===== config.mk =====
export PLATFORM = sky130hd
export DESIGN_NAME = slot_cfg_unit
export DESIGN_NICKNAME = d
export VERILOG_FILES = /design/src/rtl/scu_pkg.sv /design/src/rtl/scu_decode.sv /design/src/rtl/scu_setup.sv /design/src/rtl/scu_scan.sv /design/src/rtl/slot_cfg_unit.sv
export SDC_FILE = /design/constraint.sdc
export NUM_CORES = 1
export LEC_CHECK = 0
export ABC_AREA = 1
export CAP_MARGIN = 20
export CORE_UTILIZATION = 45
export CTS_BUF_LIST = sky130_fd_sc_hd__clkbuf_4
export DETAILED_ROUTE_END_ITERATION = 10
export DONT_BUFFER_PORTS = 1
export PLACE_DENSITY = 0.65
export SLEW_MARGIN = 0
export SYNTH_ARGS = -nofsm -noshare
export SYNTH_HDL_FRONTEND = slang
export SYNTH_SLANG_ARGS = --single-unit

===== constraint.sdc =====
create_clock -name clk -period 1.5 [get_ports clk]
set_input_delay 0.15 -clock clk [delete_from_list [all_inputs] [get_ports clk]]
set_output_delay 0.15 -clock clk [all_outputs]
set_load 0.03 [all_outputs]

===== src/rtl/scu_pkg.sv =====
package scu_pkg;
   typedef enum logic [1:0] {
      PK_NONE,
      PK_BOARD,
      PK_ADAPT,
      PK_WIN
   } port_kind_e;
endpackage


===== src/rtl/scu_decode.sv =====
module scu_decode
   import scu_pkg::*;
#(
   parameter int                ADDR_W   = 8,
   parameter logic [ADDR_W-1:0] BRD_PORT = 'h94,
   parameter logic [ADDR_W-1:0] ADP_PORT = 'h96,
   parameter logic [ADDR_W-1:0] WIN_BASE = 'h40,
   parameter int                NREGS    = 8,
   localparam int               IDX_W    = $clog2(NREGS)
) (
   input  logic [ADDR_W-1:0] addr,
   output port_kind_e        kind,
   output logic [IDX_W-1:0]  idx
);
   logic [ADDR_W-1:0] off;

   assign off = addr - WIN_BASE;
   assign idx = off[IDX_W-1:0];

   always_comb begin
      if (addr == BRD_PORT)
         kind = PK_BOARD;
      else if (addr == ADP_PORT)
         kind = PK_ADAPT;
      else if ((addr >= WIN_BASE) && (off < ADDR_W'(NREGS)))
         kind = PK_WIN;
      else
         kind = PK_NONE;
   end
endmodule


===== src/rtl/scu_setup.sv =====
module scu_setup #(
   parameter int DATA_W  = 8,
   parameter int SLOT_W  = 3,
   parameter int ENA_BIT = 3
) (
   input  logic              clk,
   input  logic              rst_n,
   input  logic              wr_board,
   input  logic              wr_adapt,
   input  logic [DATA_W-1:0] wdata,
   output logic [DATA_W-1:0] board_q,
   output logic [DATA_W-1:0] adapt_q,
   output logic              sel_valid,
   output logic [SLOT_W-1:0] sel_slot
);
   always_ff @(posedge clk or negedge rst_n) begin
      if (!rst_n) begin
         board_q <= '1;
         adapt_q <= '0;
      end else begin
         if (wr_board) board_q <= wdata;
         if (wr_adapt) adapt_q <= wdata;
      end
   end

   // access needs the board register released (all ones) and the enable bit
   assign sel_valid = (&board_q) && adapt_q[ENA_BIT];
   assign sel_slot  = adapt_q[SLOT_W-1:0];
endmodule


===== src/rtl/scu_scan.sv =====
module scu_scan #(
   parameter int NSLOTS = 8,
   localparam int SLOT_W = $clog2(NSLOTS)
) (
   input  logic              clk,
   input  logic              rst_n,
   input  logic              scan_en,
   input  logic              chk_n,
   input  logic              stat_n,
   output logic [SLOT_W-1:0] ptr,
   output logic [NSLOTS-1:0] chk_mask,
   output logic [NSLOTS-1:0] stat_mask
);
   always_ff @(posedge clk or negedge rst_n) begin
      if (!rst_n)       ptr <= '0;
      else if (scan_en) ptr <= ptr + 1'b1;
   end

   for (genvar s = 0; s < NSLOTS; s++) begin : g_slot
      logic chk_q, stat_q;
      always_ff @(posedge clk or negedge rst_n) begin
         if (!rst_n) begin
            chk_q  <= 1'b0;
            stat_q <= 1'b0;
         end else if (scan_en && (ptr == SLOT_W'(s))) begin
            chk_q  <= ~chk_n;
            stat_q <= ~chk_n & ~stat_n;
         end
      end
      assign chk_mask[s]  = chk_q;
      assign stat_mask[s] = stat_q;
   end
endmodule


===== src/rtl/slot_cfg_unit.sv =====
module slot_cfg_unit
   import scu_pkg::*;
#(
   parameter int                NSLOTS   = 8,
   parameter int                NREGS    = 8,
   parameter int                DATA_W   = 8,
   parameter int                ADDR_W   = 8,
   parameter logic [ADDR_W-1:0] BRD_PORT = 'h94,
   parameter logic [ADDR_W-1:0] ADP_PORT = 'h96,
   parameter logic [ADDR_W-1:0] WIN_BASE = 'h40,
   parameter int                ENA_BIT  = 3,
   parameter int                CHK_REG  = 5,
   parameter int                CHK_BIT  = 7,
   parameter int                STAT_BIT = 6,
   localparam int               SLOT_W   = $clog2(NSLOTS),
   localparam int               IDX_W    = $clog2(NREGS),
   localparam int               FIRST_W  = $clog2(NSLOTS + 1)
) (
   input  logic               clk,
   input  logic               rst_n,
   input  logic [ADDR_W-1:0]  host_addr,
   input  logic               host_rd,
   input  logic               host_wr,
   input  logic [DATA_W-1:0]  host_wdata,
   output logic [DATA_W-1:0]  host_rdata,
   output logic [NSLOTS-1:0]  slot_sel,
   output logic [IDX_W-1:0]   slot_idx,
   output logic               slot_wr,
   output logic [DATA_W-1:0]  slot_wdata,
   input  logic [DATA_W-1:0]  slot_rdata,
   output logic [NSLOTS-1:0]  chk_mask,
   output logic [NSLOTS-1:0]  stat_mask,
   output logic               err_irq,
   output logic [FIRST_W-1:0] err_first
);
   localparam logic [IDX_W-1:0] CHK_IDX = IDX_W'(CHK_REG);

   if (NSLOTS < 2 || (1 << SLOT_W) != NSLOTS) begin : g_bad_nslots
      $error("NSLOTS must be a power of two of at least 2");
   end
   if (NREGS < 2 || (1 << IDX_W) != NREGS || IDX_W > ADDR_W) begin : g_bad_nregs
      $error("NREGS must be a power of two that fits the address");
   end
   if (ENA_BIT < SLOT_W || ENA_BIT >= DATA_W) begin : g_bad_ena
      $error("enable bit must lie above the slot field inside the byte");
   end
   if (CHK_BIT == STAT_BIT || CHK_BIT >= DATA_W || STAT_BIT >= DATA_W) begin : g_bad_flags
      $error("check and status flags need distinct in-range bits");
   end
   if (CHK_REG >= NREGS) begin : g_bad_chkreg
      $error("check register outside the window");
   end

   port_kind_e        kind;
   logic [IDX_W-1:0]  win_idx;
   logic [DATA_W-1:0] board_q, adapt_q;
   logic              sel_valid;
   logic [SLOT_W-1:0] sel_slot, scan_ptr;
   logic              host_busy, win_hit, win_acc;

   scu_decode #(
      .ADDR_W(ADDR_W), .BRD_PORT(BRD_PORT), .ADP_PORT(ADP_PORT),
      .WIN_BASE(WIN_BASE), .NREGS(NREGS)
   ) u_dec (
      .addr(host_addr), .kind(kind), .idx(win_idx)
   );

   assign host_busy = host_rd | host_wr;
   assign win_hit   = (kind == PK_WIN);
   assign win_acc   = host_busy && win_hit && sel_valid;

   scu_setup #(
      .DATA_W(DATA_W), .SLOT_W(SLOT_W), .ENA_BIT(ENA_BIT)
   ) u_setup (
      .clk(clk), .rst_n(rst_n),
      .wr_board(host_wr && kind == PK_BOARD),
      .wr_adapt(host_wr && kind == PK_ADAPT),
      .wdata(host_wdata),
      .board_q(board_q), .adapt_q(adapt_q),
      .sel_valid(sel_valid), .sel_slot(sel_slot)
   );

   scu_scan #(.NSLOTS(NSLOTS)) u_scan (
      .clk(clk), .rst_n(rst_n),
      .scan_en(!host_busy),
      .chk_n(slot_rdata[CHK_BIT]), .stat_n(slot_rdata[STAT_BIT]),
      .ptr(scan_ptr), .chk_mask(chk_mask), .stat_mask(stat_mask)
   );

   // host window access owns the slot side; an idle bus lends it to the scanner
   always_comb begin
      slot_sel = '0;
      slot_idx = '0;
      slot_wr  = 1'b0;
      if (win_acc) begin
         slot_sel[sel_slot] = 1'b1;
         slot_idx           = win_idx;
         slot_wr            = host_wr;
      end else if (!host_busy) begin
         slot_sel[scan_ptr] = 1'b1;
         slot_idx           = CHK_IDX;
      end
   end
   assign slot_wdata = host_wdata;

   always_comb begin
      unique case (kind)
         PK_BOARD: host_rdata = board_q;
         PK_ADAPT: host_rdata = adapt_q;
         PK_WIN:   host_rdata = sel_valid ? slot_rdata : '1;
         default:  host_rdata = '1;
      endcase
   end

   assign err_irq = |chk_mask;

   always_comb begin
      err_first = '0;
      for (int i = NSLOTS - 1; i >= 0; i--)
         if (chk_mask[i]) err_first = FIRST_W'(i + 1);
   end
endmodule


# After elaboration in Yosys (flattened, before gate mapping)
# Cells that the tools add are included.
# word_totals
ram_bits,0
latchBits,0
romBits,0
output_inout_bits,49
word_cells,85
ff_bits,35
in_bits,28
memories,0
# op_classes
eq_ne,12
order_cmp,6
div_mod_pow,0
mux,22
multipliers,0
n_addsub,2
n_reduce_logical,20
shift,0
bitwise,4
# op_table
cell,n
4-bit two-way mux,8
8-bit two-way mux,3
8-bit case mux with 3 select lines,1
8-bit equality test (second input constant),2
1-bit logical AND,16
3-bit equality test (second input constant),4
8-bit by 7-bit greater-or-equal comparator with 1-bit output (second input constant),1
3-bit by 4-bit < comparator with 1-bit output (second input constant),2
8-bit by 4-bit < comparator with 1-bit output (second input constant),1
8-bit AND reduction,1
8-bit OR reduction,1
8-bit by 7-bit subtractor with 8-bit output (second input constant),1
1-bit demux with 3-bit select,2
3-bit by 2-bit equality test with 1-bit output (second input constant),2
3-bit by 1-bit greater-or-equal comparator with 1-bit output (second input constant),2
2-bit two-way mux,3
3-bit two-way mux,2
2-bit equality test (second input constant),2
3-bit by 1-bit adder with 3-bit output (second input constant),1
3-bit by 1-bit equality test with 1-bit output (second input constant),1
3-bit zero test,1
1-bit two-way mux,3
2-bit by 1-bit equality test with 1-bit output (second input constant),1
1-bit NOT,2
other kinds (3),3

# Logic depth before layout (Yosys ltp)
# Gate-level depths: netlist of run 1.
# depth
ltp_word,10
ltp_mapped,8
depth_no_buf,7

# Cells and area by module
# Synthesis of run 1 repeated with hierarchy kept, for this count alone.
# unflattened
cells_unflattened,328
area_unflattened_um2,2358.5
# by_module_without_submodules
module,n_inst,cells_each,seq_area_each_um2,area_per_inst_um2
scu_scan,1,115,475.5,1001.0
scu_setup,1,77,410.4,686.9
slot_cfg_unit,1,113,0.0,569.3
scu_decode,1,23,0.0,101.3

# Worst setup path after synthesis of run 1
# OpenSTA, ideal clock, no wires.
# synth_timing
kind,register to output
start,register u_setup.board_q[4]
end,output slot_idx[1]
required_time_ns,1.350
stages_incl_launch_ff,5
path_buffers,0
path_slack_ns,-0.282
arrival_ns,1.632
cell_sequence,dfstp_2 nand2_1 nor2_2 nand4_1 nor3_1
# synth_via
elab_chain_len,4
# synth_lines
item,line,text
from (decl),scu_setup.sv:11,"output logic [DATA_W-1:0] board_q,"
from (signal assigned),scu_setup.sv:21,if (wr_board) board_q <= wdata;
8-bit AND reduction,scu_setup.sv:27,assign sel_valid = (&board_q) && adapt_q[ENA_BIT];
1-bit logical AND,scu_setup.sv:27,
1-bit logical AND,slot_cfg_unit.sv:70,assign win_acc = host_busy && win_hit && sel_valid;
3-bit two-way mux,slot_cfg_unit.sv:95,if (win_acc) begin
to (decl),slot_cfg_unit.sv:27,"output logic [IDX_W-1:0] slot_idx,"
# Every way passes these cells.

# Final worst setup path of run 1
# layout_timing
start,register u_setup.board_q[4]
end,output slot_sel[0]
# layout_via
elab_chain_len,4
# layout_lines
item,line,text
8-bit AND reduction,scu_setup.sv:27,
1-bit logical AND,scu_setup.sv:27,
1-bit logical AND,slot_cfg_unit.sv:70,
8-bit two-way mux,slot_cfg_unit.sv:95,
to (decl),slot_cfg_unit.sv:26,"output logic [NSLOTS-1:0] slot_sel,"
# Every way passes these cells.

==> results of run 1 <==
## through the flow
| step | area (µm²) | util [%] |
|---|---|---|
| finish | 3130 | 61.0 |
| global route | 3130 | 61.0 |
| CTS | 3060 | 59.4 |
| detailed placement | 2730 | 53.1 |
| global placement | 2730 | 53.1 |
| floorplan | 2440 | - |
## synth_stat cells
cell and n:
a21oi_1 1, a31oi_1 1, buf_2 1, buf_4 25, buf_6 1, clkbuf_1 2, clkinv_1 1, dfrtp_1 27
dfstp_2 8, ha_1 6, inv_1 39, inv_2 2, nand2_1 91, nand2_2 3, nand2_4 2, nand3_1 42
nand3_2 1, nand4_1 10, nor2_1 11, nor2_2 3, nor2_4 4, nor2_8 3, nor3_1 10, o211ai_1 1
o21ai_0 24, o21ai_1 12, or2_2 2, xor2_1 1
## routing by layer
metal	up-vias	wire, µm	global-route usage (%)
met5	-	0	0
met4	0	121	9.47
met3	14	364	4.50
met2	68	3280	41.6
met1	1060	2540	25.7
li1	1137	-	-
## flip-flops by register name, indices dropped and copies added, names as in the netlist
register,count
u_scan.g_slot.chk_q,8
u_setup.adapt_q,8
u_scan.ptr,3
u_scan.g_slot.stat_q,8
u_setup.board_q,8
## cell usage in the layout, fill, tap and decap left out, types with 3 or more instances in the layout
cell | synthesis | routed
dfrtp_1 | 27 | 27
nand2_2 | 3 | 17
buf_4 | 25 | 31
inv_1 | 39 | 34
o21ai_0 | 24 | 22
nor3_1 | 10 | 8
inv_2 | 2 | 7
ha_1 | 6 | 6
dfstp_2 | 8 | 8
nand3_1 | 42 | 34
nor2_1 | 11 | 8
nand2_4 | 2 | 3
buf_6 | 1 | 8
nand3_2 | 1 | 9
nor2_8 | 3 | 3
buf_12 | 0 | 11
clkbuf_4 | 0 | 6
nand2_1 | 91 | 76
o21ai_1 | 12 | 13
nor2_4 | 4 | 6
nand4_1 | 10 | 10
nor2_2 | 3 | 4
dlygate4sd3_1 | 0 | 10
## area by class of cell
class / instances / area, µm² / area share [%]
Clock inverter: 2 / 7.51 / 0.240
Sequential cell: 35 / 886 / 28.3
Timing Repair inverter: 1 / 7.51 / 0.240
Inverter: 42 / 161 / 5.15
Multi-Input combinational cell: 228 / 1290 / 41.3
Clock buffer: 6 / 45.0 / 1.44
Tap cell: 70 / 87.6 / 2.80
Timing Repair Buffer: 60 / 643 / 20.5
## report_power, final
| group | total (µW) | switching (µW) | leakage (µW) | internal [µW] |
|---|---|---|---|---|
| logic | 1750 | 1060 | 0.00107 | 699 |
| clock network | 511 | 319 | 0.0000307 | 192 |
| registers | 1570 | 385 | 0.000420 | 1180 |
## worst max-delay path, stage by stage (launching register included)
cell     delay [ps]
dfstp_2         560
nand2_2          70
nor2_2          120
nand2_2          80
nor2_4          140
buf_6           140
nand3_2          70
nand2_2         110
buf_12          120
## final timing paths
path | start | endpoint | slack, ps | cells after the start
hold reg to reg | u_setup.board_q[3] | u_setup.board_q[3] | 500 | 2
hold / removal | host_wr | u_setup.board_q[7] | 150 | 3
max in group asynchronous | rst_n | u_setup.board_q[2] | 980 | 2
setup reg to reg | u_scan.ptr[0] | u_scan.g_slot[7].stat_q | 260 | 5
min in group asynchronous | rst_n | u_scan.g_slot[2].stat_q | 240 | 2
setup / recovery | u_setup.board_q[4] | slot_sel[0] | -410 | 8
## logic make-up after synthesis
group                      Yosys count
xor gates and xnor gates             1
DFF                                 35
and+or+nand+nor                    182
AOI/OAI and AO/OA                   39
adders and majority gates            6
buffers and inverters               71
## what timing repair did
| action | CTS | global route |
|---|---|---|
| setup buffers | 6 | 4 |
| gates cloned | 1 | 1 |
| hold buffers | 11 | 0 |
| pin swaps | 5 | 12 |
| endpoints found under the setup margin | 24 | 24 |
| gates resized for setup | 38 | 12 |
| hold endpoints to repair | 59 | 0 |
==> run metrics, run 1 <==
outcome finished, violations left; failing checks negative setup slack; vias per inst 5.13; Syn Nets 368; detailed-route via count 2279; fmax 0.524 GHz; yosys warns 0; Post-Synth XOR/XNOR Area 0.360%; Slew Limit Fails 0; Tmin final 1910 ps; Final GP Congestion 0.856; Worst EP required 1350 ps; # DRC 0; Final Cycle Share 127%; Crit. End Element primary output; TritonCTS clock tree done; DIE AREA 5700 µm²; worst skew pair latency 340 ps; multiplexer share of the synthesized area 0%; initial antenna violation count 0; I/O pin total 77; Setup Viol. Count Final 23; Placed Cells 413; final worst slack -409 ps; initial core utilization 47.3%; largest area contributor in the netlist dfrtp_1; final cell count without fillers 444; Routed WL per cell 14.2 µm; final hold vios 0; deepest clock path buffer count 2; GRT Total Usage 22.7%; Adder-Cell Fraction of Synth Area 3.09%; Worst Max-Slew Pin Slew 367 ps; Hold Crit Class in2reg; post-DP HPWL 4530 µm; unrepaired setup endpoints after global routing true; largest family of logic cells by synthesized area simple AND/OR/NAND/NOR gates; fill count 482; std cell rows 26; Final Power 3840 µW; first-pass detailed-route iteration total 5; post-synthesis cell area 2430 µm²; Max VDD drop 0.796 mV; WP data arrival 1760 ps; Yosys reg bits 35; Post-Synth Simple-Gate Area 36.7%; ANT cells 0; GRT Residual Overflow 0; CTS root buf clkbuf_4; Hold Worst Slack 147 ps; Cell variety after synth 28; Max-Cap Viols 0; dpl ws -36.6 ps; clk sink count 35; CTS buffer count 5; vias in the first global route 2166; crit path kind reg2out; Die Height 75.5 µm; Syn-to-layout area delta 28.9%; final wirelength 6310 µm; startpoint types flop; largest net degree at the start of global routing 36; first-pass GRT wire length 9580 µm; power per cell area 1220 nW/µm²; IO Port Bufs 0; static leakage 0.00152 µW; post-synthesis sequential area ratio 36.4%; Worst-path clk slew 110 ps; Die Wd 75.5 µm; setup TNS -7140 ps; syn avg cell area 7.28 µm²; Synth top area share 27.8%; initial DRC count 86; nets@finish 407; headroom to the max-slew limit 75.4%; synth top area cells dfrtp_1 (28%), nand2_1 (14%), dfstp_2 (8.6%); crit-path max FO 5; number of routed nets with antenna violations 0; Core ar. 5140 µm²; compound-cell area share of the yosys netlist 8.18%; fraction of layout cells with a size suffix above 1 32.1%; H-tree depth 2; Syn Inst Count 334; Setup Skew 7.30 ps
Power figures use the tool's default switching activity.
==> run 2, diff against run 1 <==
- SLEW_MARGIN: 0 -> 20
==> results of run 2 <==
No change in the layout: final DEF, timing and power equal those of run 1.
